`src/rtl/pkt_alloc_pkg.sv`:
```
package pkt_alloc_pkg;

  typedef enum logic [2:0] {
    OP_NOP    = 3'd0,
    OP_ALLOC  = 3'd1,
    OP_RESET  = 3'd2,
    OP_RXPOP  = 3'd3,
    OP_RXFREE = 3'd4,
    OP_FREE   = 3'd5,
    OP_TXADD  = 3'd6,
    OP_TXCLR  = 3'd7
  } mmu_op_e;

  localparam logic [7:0] NO_PAGE = 8'h80;

endpackage

```
`src/rtl/pkt_shift_queue.sv`:
```
module pkt_shift_queue #(
  parameter int DEPTH = 4,
  parameter int W     = 2,
  localparam int CW   = $clog2(DEPTH + 1),
  localparam int IW   = $clog2(DEPTH)
) (
  input  logic         clk,
  input  logic         rst,
  input  logic         clr,
  input  logic         push,
  input  logic         pop,
  input  logic [W-1:0] din,
  output logic [W-1:0] head,
  output logic         empty,
  output logic         full
);

  logic [W-1:0]  slot [DEPTH];
  logic [CW-1:0] cnt;
  logic          pop_ok;
  logic          push_ok;
  logic [IW-1:0] wr_at;

  assign empty   = (cnt == '0);
  assign full    = (cnt == CW'(DEPTH));
  assign head    = slot[0];
  assign pop_ok  = pop && !empty;
  assign push_ok = push && (pop_ok || !full);
  assign wr_at   = pop_ok ? IW'(cnt - 1'b1) : IW'(cnt);

  always_ff @(posedge clk) begin
    if (rst || clr) begin
      cnt <= '0;
    end else begin
      if (pop_ok) begin
        for (int i = 0; i < DEPTH - 1; i++) begin
          slot[i] <= slot[i+1];
        end
      end
      if (push_ok) begin
        slot[wr_at] <= din;
      end
      cnt <= cnt + CW'(push_ok) - CW'(pop_ok);
    end
  end

  // the owner must never push into a full queue without popping
  assert_no_overflow_R10: assert property (@(posedge clk) disable iff (rst)
    !(push && full && !pop && !clr));

endmodule

```
`src/rtl/pkt_low_free.sv`:
```
module pkt_low_free #(
  parameter int PAGES = 4,
  localparam int IW   = $clog2(PAGES)
) (
  input  logic [PAGES-1:0] mask,
  output logic             found,
  output logic [IW-1:0]    idx
);

  always_comb begin
    found = 1'b0;
    idx   = '0;
    for (int i = PAGES - 1; i >= 0; i--) begin
      if (!mask[i]) begin
        found = 1'b1;
        idx   = IW'(i);
      end
    end
  end

endmodule

```
`src/rtl/pkt_page_alloc.sv`:
```
module pkt_page_alloc
  import pkt_alloc_pkg::*;
#(
  parameter int PAGES = 4,
  localparam int IW   = $clog2(PAGES),
  localparam int CW   = $clog2(PAGES + 1)
) (
  input  logic          clk,
  input  logic          rst,
  input  logic          cmd_valid,
  input  logic [7:0]    cmd_byte,
  input  logic          pnum_wr,
  input  logic [7:0]    pnum_in,
  input  logic          rx_alloc,
  input  logic          tx_send,
  input  logic          done_pop,
  input  logic          alloc_ack,
  output logic [7:0]    pnum_q,
  output logic [7:0]    alloc_result,
  output logic          alloc_done,
  output logic [7:0]    tx_head,
  output logic [7:0]    done_head,
  output logic [7:0]    rx_head,
  output logic [CW-1:0] free_count
);

  logic [PAGES-1:0] own_mask;
  logic [PAGES-1:0] mask_mid;
  logic [PAGES-1:0] mask_nx;
  logic [PAGES-1:0] rel_bits;
  logic [PAGES-1:0] take_bits;
  mmu_op_e          op;
  logic             side;
  logic             pnum_ok;
  logic             rel_en;
  logic [IW-1:0]    rel_idx;
  logic             pending;
  logic             alloc_try;
  logic             rx_take;
  logic             found;
  logic [IW-1:0]    pick;
  logic             unused_low_bits;

  logic          rx_empty, rx_full, tx_empty, tx_full, dn_empty, dn_full;
  logic [IW-1:0] rx_slot, tx_slot, dn_slot;
  logic          rx_pop, tx_push, tx_pop, dn_push, dn_pop, q_reset, q_txclr;

  assign unused_low_bits = ^cmd_byte[4:0];

  // command decode
  assign op      = cmd_valid ? mmu_op_e'(cmd_byte[7:5]) : OP_NOP;
  assign side    = !cmd_valid;
  assign pnum_ok = (pnum_q < 8'(PAGES));
  assign pending = (alloc_result == NO_PAGE);

  // release path: opcode 5 names the page, opcode 4 takes the receive head
  assign rel_en   = ((op == OP_FREE) && pnum_ok) || ((op == OP_RXFREE) && !rx_empty);
  assign rel_idx  = (op == OP_RXFREE) ? rx_slot : pnum_q[IW-1:0];
  assign rel_bits = rel_en ? (PAGES'(1) << rel_idx) : '0;
  assign mask_mid = own_mask & ~rel_bits;

  pkt_low_free #(.PAGES(PAGES)) u_pick (
    .mask  (mask_mid),
    .found (found),
    .idx   (pick)
  );

  // grant: explicit allocate, or retry of a pending one on release
  assign alloc_try = (op == OP_ALLOC) || (rel_en && pending);
  assign rx_take   = side && rx_alloc && !rx_full && found;
  assign take_bits = (((alloc_try && found) || rx_take)) ? (PAGES'(1) << pick) : '0;
  assign mask_nx   = (op == OP_RESET) ? '0 : (mask_mid | take_bits);

  // queue controls
  assign q_reset = (op == OP_RESET);
  assign q_txclr = q_reset || (op == OP_TXCLR);
  assign rx_pop  = (op == OP_RXPOP) || (op == OP_RXFREE);
  assign tx_push = (op == OP_TXADD) && pnum_ok && !tx_full;
  assign tx_pop  = side && tx_send && !tx_empty;
  assign dn_pop  = side && done_pop && !dn_empty;
  assign dn_push = tx_pop && (!dn_full || dn_pop);

  pkt_shift_queue #(.DEPTH(PAGES), .W(IW)) u_rxq (
    .clk (clk), .rst (rst), .clr (q_reset),
    .push (rx_take), .pop (rx_pop), .din (pick),
    .head (rx_slot), .empty (rx_empty), .full (rx_full)
  );

  pkt_shift_queue #(.DEPTH(PAGES), .W(IW)) u_txq (
    .clk (clk), .rst (rst), .clr (q_txclr),
    .push (tx_push), .pop (tx_pop), .din (pnum_q[IW-1:0]),
    .head (tx_slot), .empty (tx_empty), .full (tx_full)
  );

  pkt_shift_queue #(.DEPTH(PAGES), .W(IW)) u_dnq (
    .clk (clk), .rst (rst), .clr (q_txclr),
    .push (dn_push), .pop (dn_pop), .din (tx_slot),
    .head (dn_slot), .empty (dn_empty), .full (dn_full)
  );

  assign rx_head   = rx_empty ? NO_PAGE : 8'(rx_slot);
  assign tx_head   = tx_empty ? NO_PAGE : 8'(tx_slot);
  assign done_head = dn_empty ? NO_PAGE : 8'(dn_slot);

  always_ff @(posedge clk) begin
    if (rst) begin
      own_mask     <= '0;
      free_count   <= CW'(PAGES);
      alloc_result <= 8'h00;
      alloc_done   <= 1'b0;
      pnum_q       <= 8'h00;
    end else begin
      own_mask   <= mask_nx;
      free_count <= CW'(PAGES - $countones(mask_nx));
      if (pnum_wr) begin
        pnum_q <= pnum_in;
      end
      if (alloc_try) begin
        alloc_result <= found ? 8'(pick) : NO_PAGE;
        alloc_done   <= found;
      end else if (side && alloc_ack) begin
        alloc_done <= 1'b0;
      end
    end
  end

  // a grant with pages free sets the flag and consumes one page
  assert_alloc_take_R3: assert property (@(posedge clk) disable iff (rst)
    (cmd_valid && cmd_byte[7:5] == 3'd1 && free_count != '0)
      |=> (alloc_done && alloc_result != NO_PAGE && free_count == $past(free_count) - 1'b1));

  // the free count never exceeds the pool
  assert_free_range_R3: assert property (@(posedge clk) disable iff (rst)
    free_count <= CW'(PAGES));

  // allocate on an exhausted pool reports failure
  assert_alloc_fail_R4: assert property (@(posedge clk) disable iff (rst)
    (cmd_valid && cmd_byte[7:5] == 3'd1 && free_count == '0)
      |=> (alloc_result == NO_PAGE && !alloc_done));

  // a release while pending grants a page at once
  assert_retry_R6: assert property (@(posedge clk) disable iff (rst)
    (cmd_valid && cmd_byte[7:5] == 3'd5 && pnum_q < 8'(PAGES) && alloc_result == NO_PAGE)
      |=> (alloc_done && alloc_result != NO_PAGE));

  // transmit flush empties both transmit-side queues, ownership kept
  assert_txclr_R12: assert property (@(posedge clk) disable iff (rst)
    (cmd_valid && cmd_byte[7:5] == 3'd7)
      |=> (tx_head == NO_PAGE && done_head == NO_PAGE && $stable(free_count)));

  // allocator reset frees the pool and empties every queue
  assert_reset_R13: assert property (@(posedge clk) disable iff (rst)
    (cmd_valid && cmd_byte[7:5] == 3'd2)
      |=> (free_count == CW'(PAGES) && rx_head == NO_PAGE
           && tx_head == NO_PAGE && done_head == NO_PAGE));

  // opcode 0 with side strobes changes no page state
  assert_nop_quiet_R14: assert property (@(posedge clk) disable iff (rst)
    (cmd_valid && cmd_byte[7:5] == 3'd0)
      |=> ($stable(free_count) && $stable(rx_head) && $stable(tx_head) && $stable(done_head)));

endmodule

```
`config.mk`:
```
export PLATFORM = sky130hd
export DESIGN_NAME = pkt_page_alloc
export DESIGN_NICKNAME = d
export VERILOG_FILES = /design/src/rtl/pkt_alloc_pkg.sv /design/src/rtl/pkt_shift_queue.sv /design/src/rtl/pkt_low_free.sv /design/src/rtl/pkt_page_alloc.sv
export SDC_FILE = /design/constraint.sdc
export NUM_CORES = 1
export LEC_CHECK = 0
export BUFFER_PORTS_ARGS = -buffer_cell sky130_fd_sc_hd__buf_2
export CAP_MARGIN = 30
export CORE_ASPECT_RATIO = 0.9
export CORE_MARGIN = 10
export CORE_UTILIZATION = 50
export DETAILED_ROUTE_END_ITERATION = 10
export PLACE_DENSITY_LB_ADDON = 0.3
export SLEW_MARGIN = 0
export SYNTH_ARGS = -nofsm -noshare
export SYNTH_HDL_FRONTEND = slang
export SYNTH_SLANG_ARGS = --single-unit
```
`constraint.sdc`:
```
create_clock -name clk -period 4.94 [get_ports clk]
set_input_delay 0.988 -clock clk [delete_from_list [all_inputs] [get_ports clk]]
set_output_delay 0.988 -clock clk [all_outputs]
set_load 0.05 [all_outputs]
```
==> results.sh, run 1 <==
export IMPL_avgSynthCellArea_um2=10.36
export IMPL_synth_top_cell_area_share_pct=23.41
export IMPL_cts_buffer_depth=2
export IMPL_max_freq_ghz=0.2691
export IMPL_cp_start_kind="primary input"
export IMPL_core_area_um2=6047
export IMPL_setup_tns_ps=0
export IMPL_syn2layout_area_growth_pct=8.211
export IMPL_boundaryPins=68
export IMPL_finalWorstSetupSlack_ps=1224
export IMPL_numCtsBuffers=5
export IMPL_row_count=27
export IMPL_tritoncts="yes"
export IMPL_p_leak_nw=1.408
export IMPL_cp_max_fo=11
export IMPL_final_common_cell="buf_2"
export IMPL_synth_area_um2=3078
export IMPL_clock_sinks=52
export IMPL_placed_cells=398
export IMPL_ys_top_cells_by_area="edfxtp_1 (23%), dfxtp_1 (18%), mux2_1 (7.0%), buf_4 (5.9%), ha_1 (4.5%)"
export IMPL_ant_nets=0
export IMPL_power_total_mw=1.164
export IMPL_grt_pass1_vias=2056
export IMPL_antenna_found_initial=0
export IMPL_cp_data_arrival_time_ps=3910
export IMPL_cts_resized=0
export IMPL_report_final_setup_viol=0
export IMPL_wire_per_inst_um=14.68
export IMPL_totalWireLength_um=5962
export IMPL_hold_depth=2
export IMPL_grt_max_degree=20
export IMPL_hold_class="reg -> reg"
export IMPL_r2r_start="u_rxq.cnt[1]"
export IMPL_vdd_drop_max_uv=150.9
export IMPL_fin_cells=406
export IMPL_worstSetupEndpointType="flip-flop"
export IMPL_clock_skew_ps=11.09
export IMPL_layout_nets=372
export IMPL_cp_buffers_inverters=1
export IMPL_rsz0062_at_grt="no"
export IMPL_cp_top_family="simple AND/OR/NAND/NOR gates"
export IMPL_required_ps=5130
export IMPL_diodes=0
export IMPL_r2r_end="free_count[2]"
export IMPL_die_area_um2=9699
export IMPL_root_buffer="clkbuf_8"
export IMPL_vias=2104
export IMPL_cp_cell_sequence="buf_2 > and4bb_4 > and2_1 > nor2_8 > o211ai_4 > a41oi_1 > or3_1 > fa_1 > ha_1 > ha_1 > or2_2"
export IMPL_outcome="finished clean"
export IMPL_maxCapViolations=0
export IMPL_firstDrtPassIters=4
export IMPL_yosys_area_top_type="edfxtp_1"
export IMPL_p_per_area_nw_per_um2=349.6
export IMPL_die_y_um=94.44
export IMPL_path_class="in -> reg"
export IMPL_drt_initial_drc_count=143
export IMPL_place_ws_ps=900.4
export IMPL_hold_slack_ps=460.0
export IMPL_synthDistinctLibCells=57
export IMPL_htreeDepth=2
export IMPL_synth_seq_cells=52
export IMPL_drv_slew=0
export IMPL_synthCells=297
export IMPL_mostFrequentLayoutCells="buf_2 (42), dfxtp_1 (28), edfxtp_1 (24)"
export IMPL_synth_edf_count=24
export IMPL_post_cts_buffers=0
export IMPL_r2r_slack_ps=1510
export IMPL_initial_core_util_pct=50.90
export IMPL_grt_overflow=0
export IMPL_ys_seq_area_share_pct=41.63
export IMPL_grtUsageTotal_pct=12.40
export IMPL_clk_latency_ps=310
export IMPL_min_delay_start="alloc_result[1]"
export IMPL_num_fill_cells=555
export IMPL_crit_slowest_cell="fa_1"
export IMPL_die_w_um=102.7
export IMPL_cts_hold_buf=0
export IMPL_viasPerCell=5.182
export IMPL_clkTransAtPathRegs_ps=90
export IMPL_drive_gt1_share_pct=19.76
export IMPL_hold_end="alloc_result[1]"
export IMPL_finalHoldViolCount=0
export IMPL_port_buffers=42
export IMPL_cp_common_cell="ha_1"
export IMPL_ys_warn_count=0
export IMPL_drc_errors=0
export IMPL_gp_congestion=0.8327
export IMPL_grt_pass1_wl_um=9694
export IMPL_synth_ff_type="dfxtp_1"
export IMPL_reg2reg_depth=12
export IMPL_layout_min_cycle_time_ps=3716
export IMPL_period_share_pct=75.22
export IMPL_max_stage_delay_ps=470
export IMPL_hpwl_um=4712
export IMPL_synthArstFlopShare_pct=0
## per-layer routing
metal | part of all wire (%) | track usage [%] | routed length (um)
met1 | 48 | 16.40 | 2869
met2 | 43 | 18.59 | 2548
met3 | 8.0 | 3.869 | 477
met4 | 1.1 | 4.577 | 66
met5 | 0 | 0 | 0
## worst max path at each step
stage	start	to	slack (ps)	cells past startpoint
after floorplan	cmd_byte[5]	free_count[2]	1280	12
after global placement	cmd_byte[6]	free_count[2]	950	11
after detailed placement	cmd_byte[6]	free_count[2]	900	11
after CTS	cmd_byte[6]	free_count[2]	1240	11
after global routing	cmd_valid	free_count[2]	1100	11
final	cmd_byte[6]	free_count[2]	1220	11
## power breakdown
group | leakage, nW | switching, mW | internal (mW)
Combinational | 0.905 | 0.270 | 0.108
Sequential | 0.448 | 0.0194 | 0.479
Clock | 0.0552 | 0.137 | 0.151
## registers in the layout (all words and copies together), names as in the netlist, 3 cells and up
name	flops
free_count	3
u_rxq.slot	8
u_txq.slot	8
alloc_result	3
u_txq.cnt	3
u_rxq.cnt	3
u_dnq.cnt	3
pnum_q	8
u_dnq.slot	8
own_mask	4
## cell type report
type                       instances  area (um2)  area share (%)
inverter                          21       78.83           2.367
clock inverter                     2       35.03           1.052
clock buffer                       6       72.57           2.179
tap                               72       90.09           2.705
timing repair buffer              42       210.2           6.311
multi-input combinational        211        1563           46.92
sequential                        52        1281           38.47
## metrics by stage
step           util [%]  instance area, um2
2_1_floorplan         -                3149
3_3_place_gp      53.30                3223
3_5_place_dp      53.30                3223
4_1_cts           55.08                3331
5_1_grt           55.08                3331
6_report          55.08                3331
## synthesized netlist by cell type (2+ instances only)
cell type / number
fa_1: 4
xor2_1: 2
nand3_1: 5
nor3_1: 4
a211oi_1: 2
nor4_1: 2
buf_6: 2
and3_1: 3
or3_1: 5
buf_4: 24
ha_1: 11
nand2_1: 20
dfxtp_1: 28
nor2b_1: 3
a31oi_1: 3
a21oi_1: 3
nand4_1: 2
edfxtp_1: 24
nor3_2: 2
inv_1: 21
o21ai_0: 6
clkbuf_1: 5
and2_1: 14
mux2_1: 19
a41oi_1: 2
nand2b_1: 9
xnor2_1: 4
or2_2: 2
mux2_2: 3
nand3b_1: 5
nor2_1: 22
mux2i_1: 9
o22ai_1: 2
nor2_2: 2
## worst register-to-register path, delay by kind of cell (launching register included)
kind,cells,cell delay [ps]
buffers and inverters,1,100
flip-flops,1,400
AND/OR/NAND/NOR,5,1370
adder cells (fa/ha/maj),4,1020
AO/OA/AOI/OAI,2,430
## logic make-up (layout without fill, tap and decap cells)
logic type                 Yosys count  in the layout  synth area share (%)
and+or+nand+nor                    107            107                 19.76
buffers and inverters               53             71                 9.919
DFF                                 52             52                 41.63
AOI/OAI and AO/OA                   32             32                 8.821
muxes                               31             31                 10.98
adders and majority gates           15             15                 7.073
xor gates and xnor gates             6              6                 1.707
other                                1             20                0.1218
(Power assumes the default switching activity.)
==> run 2: changes to the inputs <==
- ABC_AREA: default -> 1
- CORE_UTILIZATION: 50 -> 49
- clock period: 4.94 -> 3 ns (I/O delays scaled with it)
==> run 2 against run 1 <==
  * Critical path depth rose by 7
  * Sequential share of layout area shrank 1.9 points
  * Clock-buffer cell count unchanged
  * Final area grew 5.2%
  * Area after synthesis fell by 2.5%
  * Combinational power up 63%
  * First-iteration DRC count down 27%
  * Critical path type unchanged
  * Largest cell class unchanged
  * Largest power group unchanged
==> results.sh, run 2 <==
export IMPL_outcome="finished clean"
export IMPL_crit_slowest_cell="fa_1"
export IMPL_period_share_pct=92.87
export IMPL_path_class="in -> reg"
export IMPL_synth_top_cell_area_share_pct=24.01
export IMPL_place_ws_ps=-115.4
export IMPL_grt_pass1_vias=2270
export IMPL_cp_common_cell="nand2_1"
export IMPL_gp_congestion=0.8431
export IMPL_power_total_mw=1.840
export IMPL_synthCells=366
export IMPL_max_stage_delay_ps=500
export IMPL_die_w_um=102.5
export IMPL_synthXorXnorAreaFrac_pct=1.167
export IMPL_boundaryPins=68
export IMPL_cp_max_fo=6
export IMPL_drc_errors=0
export IMPL_synthMuxAreaShare_pct=0
export IMPL_firstDrtPassIters=4
export IMPL_vias=2406
export IMPL_cp_cell_sequence="clkbuf_4 > nand2_2 > inv_2 > nand2_1 > nand2_1 > nand2_2 > nor2_1 > nand2_2 > nand2_4 > nor2_4 > nand2_4 > o211ai_1 > nand2_1 > nand2_1 > fa_1 > ha_1 > ha_1 > or2_2"
export IMPL_hold_class="reg -> reg"
export IMPL_cts_hold_buf=0
export IMPL_totalWireLength_um=6255
export IMPL_report_final_setup_viol=0
export IMPL_synthArstFlopShare_pct=0
export IMPL_yosys_top_cells_count="nand2_1 (73), inv_1 (52), nor2_1 (49)"
export IMPL_synth_fa_ha_area_share_pct=7.253
export IMPL_cp_data_arrival_time_ps=2980
export IMPL_fin_cells=504
export IMPL_tritoncts="yes"
export IMPL_diodes=0
export IMPL_drv_slew=0
export IMPL_tightest_slew_ps=536.7
export IMPL_synthDistinctLibCells=37
export IMPL_core_area_um2=5823
export IMPL_ys_seq_area_share_pct=42.68
export IMPL_synth_edf_count=24
export IMPL_drt_initial_drc_count=104
export IMPL_htreeDepth=2
export IMPL_yosysMostFrequentCell="nand2_1"
export IMPL_grt_max_degree=16
export IMPL_relSlewSlack_pct=63.95
export IMPL_hpwl_um=5089
export IMPL_grt_pass1_wl_um=10150
export IMPL_placed_cells=495
export IMPL_required_ps=3190
export IMPL_hold_slack_ps=457.1
export IMPL_synth_ff_type="dfxtp_1"
export IMPL_die_y_um=94.25
export IMPL_numCtsBuffers=5
export IMPL_die_area_um2=9661
export IMPL_r2r_slack_ps=220
export IMPL_yosys_area_top_type="edfxtp_1"
export IMPL_clk_latency_ps=300
export IMPL_synth_top_family_by_area="simple AND/OR/NAND/NOR gates"
export IMPL_mostFrequentLayoutCells="nand2_1 (69), inv_1 (51), nor2_1 (47)"
export IMPL_ys_top_cells_by_area="edfxtp_1 (24%), dfxtp_1 (19%), nand2_1 (9.1%), inv_1 (6.5%), nor2_1 (6.1%)"
export IMPL_drive_gt1_share_pct=26.96
export IMPL_viasPerCell=4.774
export IMPL_ant_nets=0
export IMPL_clock_skew_ps=8.403
export IMPL_max_freq_ghz=0.3589
export IMPL_port_buffers=42
export IMPL_p_per_area_nw_per_um2=525.1
export IMPL_worstSetupEndpointType="flip-flop"
export IMPL_clkTransAtPathRegs_ps=90
export IMPL_layout_nets=472
export IMPL_grt_overflow=0
export IMPL_cp_start_kind="primary input"
export IMPL_synth_seq_cells=52
export IMPL_clock_sinks=52
export IMPL_finalWorstSetupSlack_ps=213.8
export IMPL_wire_per_inst_um=12.41
export IMPL_initial_core_util_pct=51.55
export IMPL_ys_warn_count=0
export IMPL_maxCapViolations=0
export IMPL_avgSynthCellArea_um2=8.201
export IMPL_cts_buffer_depth=2
export IMPL_syn2layout_area_growth_pct=16.76
export IMPL_row_count=26
export IMPL_synth_area_um2=3002
export IMPL_root_buffer="clkbuf_8"
export IMPL_synth_compound_area_share_pct=7.753
export IMPL_setup_tns_ps=0
export IMPL_final_common_cell="nand2_1"
export IMPL_finalHoldViolCount=0
export IMPL_vdd_drop_max_uv=298.2
export IMPL_antenna_found_initial=0
export IMPL_grtUsageTotal_pct=13.07
export IMPL_p_leak_nw=1.671
export IMPL_synthSimpleGateAreaFrac_pct=28.26
export IMPL_layout_min_cycle_time_ps=2786
[run 2: report_power, final]
group          switching [mW]  internal, mW
sequential             0.0251         0.785
clock                   0.227         0.185
combinational           0.453         0.165
[run 2: final timing paths]
check | from | to | depth (start not counted)
setup / recovery | cmd_valid | free_count[2] | 18
hold / removal | u_txq.slot[0][0] | u_dnq.slot[3][0] | 0
setup reg to reg | u_rxq.cnt[1] | free_count[2] | 16
hold reg to reg | u_txq.slot[0][0] | u_dnq.slot[3][0] | 0
[run 2: kinds of logic (layout without fill, tap and decap cells)]
kind of cell / Yosys count / after routing
adders and majority gates: 15 / 15
xor gates and xnor gates: 4 / 4
buffers and inverters: 79 / 128
and+or+nand+nor: 173 / 173
other: 1 / 20
DFF: 52 / 52
AOI/OAI and AO/OA: 42 / 42
[run 2: final cells by class]
type	instances	area (um2)
Fill cell	521	2318
Multi-Input combinational cell	254	1450
Sequential cell	52	1282
Timing Repair Buffer	65	385.4
Inverter	55	206.4
Tap cell	70	87.58
Clock buffer	6	82.58
Clock inverter	2	10.01
[run 2: routing by layer]
metal | global-route usage [%] | share of wire (%) | vias to the layer above
li1 | - | - | 1258
met1 | 15.55 | 43 | 1069
met2 | 21.14 | 46 | 72
met3 | 4.562 | 9.9 | 7
met4 | 4.930 | 0.98 | 0
met5 | 0 | 0 | -
[run 2: worst max-delay path, delay by kind of cell]
kind	cells	cell delay (ps)
AOI/OAI and AO/OA	1	100
adders and majority gates	3	870
buffers and inverters	2	270
and+or+nand+nor	12	1140
[run 2: per-stage QoR]
stage               util, %  instance area, um2
global placement      57.69                3359
finish                60.18                3505
CTS                   59.28                3452
floorplan                 -                3073
global route          60.18                3505
detailed placement    57.69                3359
[run 2: timing repair]
action	CTS	global route
buffers inserted	0	1
endpoints found under the setup margin	0	2
resized for setup	0	14
==> run 3: changes to the inputs <==
- BUFFER_PORTS_ARGS: -buffer_cell sky130_fd_sc_hd__buf_2 -> default
- CORE_UTILIZATION: 49 -> 50
- DONT_BUFFER_PORTS: default -> 1
==> run 3 against run 2 <==
  * Sequential share of layout area up 1.8 points
  * Core utilization down 2.2 points
  * Register-to-register slack worse by 60 ps
  * Critical path depth down 2
  * Clock-buffer cell count up 1
  * Sequential power up 2.8%
  * Clock skew up 1.9 ps
  * Fmax down 1.9%
  * Die area down 1.6%
  * Final area down 4.7%
  * Worst setup slack worse by 54 ps
  * Final cell count down 7.3%
==> results.sh, run 3 (synthesized netlist as in run 2, its figures left out) <==
export IMPL_postLayoutCoreUtil_pct=58.00
export IMPL_syn2layout_area_growth_pct=11.25
export IMPL_htreeDepth=2
export IMPL_tightest_slew_ps=531.8
export IMPL_mostFrequentLayoutCells="nand2_1 (71), inv_1 (52), nor2_1 (49)"
export IMPL_firstDrtPassIters=4
export IMPL_totalWireLength_um=6152
export IMPL_wire_per_inst_um=13.17
export IMPL_final_common_cell="nand2_1"
export IMPL_diodes=0
export IMPL_layout_nets=435
export IMPL_die_area_um2=9507
export IMPL_p_leak_nw=1.525
export IMPL_die_y_um=93.51
export IMPL_r2r_end="free_count[2]"
export IMPL_boundaryPins=68
export IMPL_power_total_mw=1.872
export IMPL_layout_min_cycle_time_ps=2840
export IMPL_ant_nets=0
export IMPL_port_buffers=0
export IMPL_hold_slack_ps=354.7
export IMPL_worstSetupEndpointType="flip-flop"
export IMPL_grt_pass1_vias=2172
export IMPL_vias=2285
export IMPL_finalHoldViolCount=0
export IMPL_antenna_found_initial=0
export IMPL_clk_latency_ps=310
export IMPL_setup_tns_ps=0
export IMPL_hold_end="free_count[0]"
export IMPL_grt_overflow=0
export IMPL_p_per_area_nw_per_um2=560.5
export IMPL_hpwl_um=4949
export IMPL_placed_cells=458
export IMPL_period_share_pct=94.67
export IMPL_path_class="reg -> reg"
export IMPL_cp_data_arrival_time_ps=3040
export IMPL_grt_pass1_wl_um=10220
export IMPL_finalWorstSetupSlack_ps=160.0
export IMPL_hold_depth=1
export IMPL_hold_class="in -> reg"
export IMPL_drc_errors=0
export IMPL_viasPerCell=4.893
export IMPL_relSlewSlack_pct=64.50
export IMPL_drive_gt1_share_pct=18.39
export IMPL_cts_buffer_depth=2
export IMPL_drt_initial_drc_count=207
export IMPL_drv_slew=0
export IMPL_clkTransAtPathRegs_ps=90
export IMPL_vdd_drop_max_uv=337.0
export IMPL_row_count=26
export IMPL_root_buffer="clkbuf_8"
export IMPL_required_ps=3200
export IMPL_max_freq_ghz=0.3521
export IMPL_report_final_setup_viol=0
export IMPL_fin_cells=467
export IMPL_die_w_um=101.7
export IMPL_grtUsageTotal_pct=13.34
export IMPL_gp_congestion=0.8620
export IMPL_min_delay_start="rst"
export IMPL_clock_sinks=52
export IMPL_grt_max_degree=16
export IMPL_clock_skew_ps=10.26
export IMPL_place_ws_ps=-2.770
export IMPL_cts_hold_buf=0
export IMPL_tritoncts="yes"
export IMPL_r2r_slack_ps=160
export IMPL_numCtsBuffers=5
export IMPL_initial_core_util_pct=52.13
export IMPL_place_area_um2=3187
export IMPL_core_area_um2=5758
export IMPL_cp_start_kind="flip-flop"
export IMPL_outcome="finished clean"
export IMPL_fin_area_um2=3339
export IMPL_cp_max_fo=5
export IMPL_maxCapViolations=0
export IMPL_r2r_start="u_rxq.cnt[1]"
export IMPL_reg2reg_depth=16
## run 3: what timing repair did
item	CTS	global route
buffers inserted	0	1
resized for setup	0	8
endpoints found under the setup margin	0	2
## run 3: final cells by class
class | count | area [um2]
inverters | 55 | 206.4
flip-flops and latches | 52 | 1282
multi-input cells | 254 | 1441
fillers | 509 | 2419
clock buffers | 7 | 107.6
clock inverters | 1 | 3.754
well taps | 70 | 87.58
repair buffers | 28 | 210.2
## run 3: metal layers
layer / track usage [%] / share of wire [%] / vias up
met5: 0 / 0 / -
met4: 3.929 / 1.1 / 0
met3: 5.813 / 10 / 8
met2: 21.36 / 46 / 74
met1: 15.83 / 43 / 1014
li1: - / - / 1189
## run 3: worst max-delay path by stage
| stage | startpoint | cells past startpoint | end |
|---|---|---|---|
| after global placement | cmd_byte[5] | 14 | free_count[2] |
| after detailed placement | cmd_byte[5] | 14 | free_count[2] |
| after CTS | u_rxq.cnt[1] | 16 | free_count[2] |
| after global routing | u_rxq.cnt[1] | 16 | free_count[2] |
| final | u_rxq.cnt[1] | 16 | free_count[2] |
| after floorplan | cmd_byte[5] | 16 | free_count[2] |
## run 3: report_power, final
group          switching (mW)  total (mW)  internal, mW  leakage, nW
Sequential             0.0472       0.833         0.785        0.446
Clock                   0.227       0.462         0.235       0.0570
Combinational           0.420       0.577         0.157         1.02
Total                   0.694        1.87          1.18         1.52
## run 3: worst max-delay path, cell delays in order (launching register included)
cell and delay, ps:
dfxtp_2 330, inv_1 110, ha_1 220, nand2_2 100, nand3_2 110, o21ai_4 90
nand2_1 120, nand2_4 70, nor2_4 170, nand2_4 90, o211ai_1 110, nand2_1 90
nand2_1 80, fa_1 420, ha_1 190, ha_1 170, or2_2 260
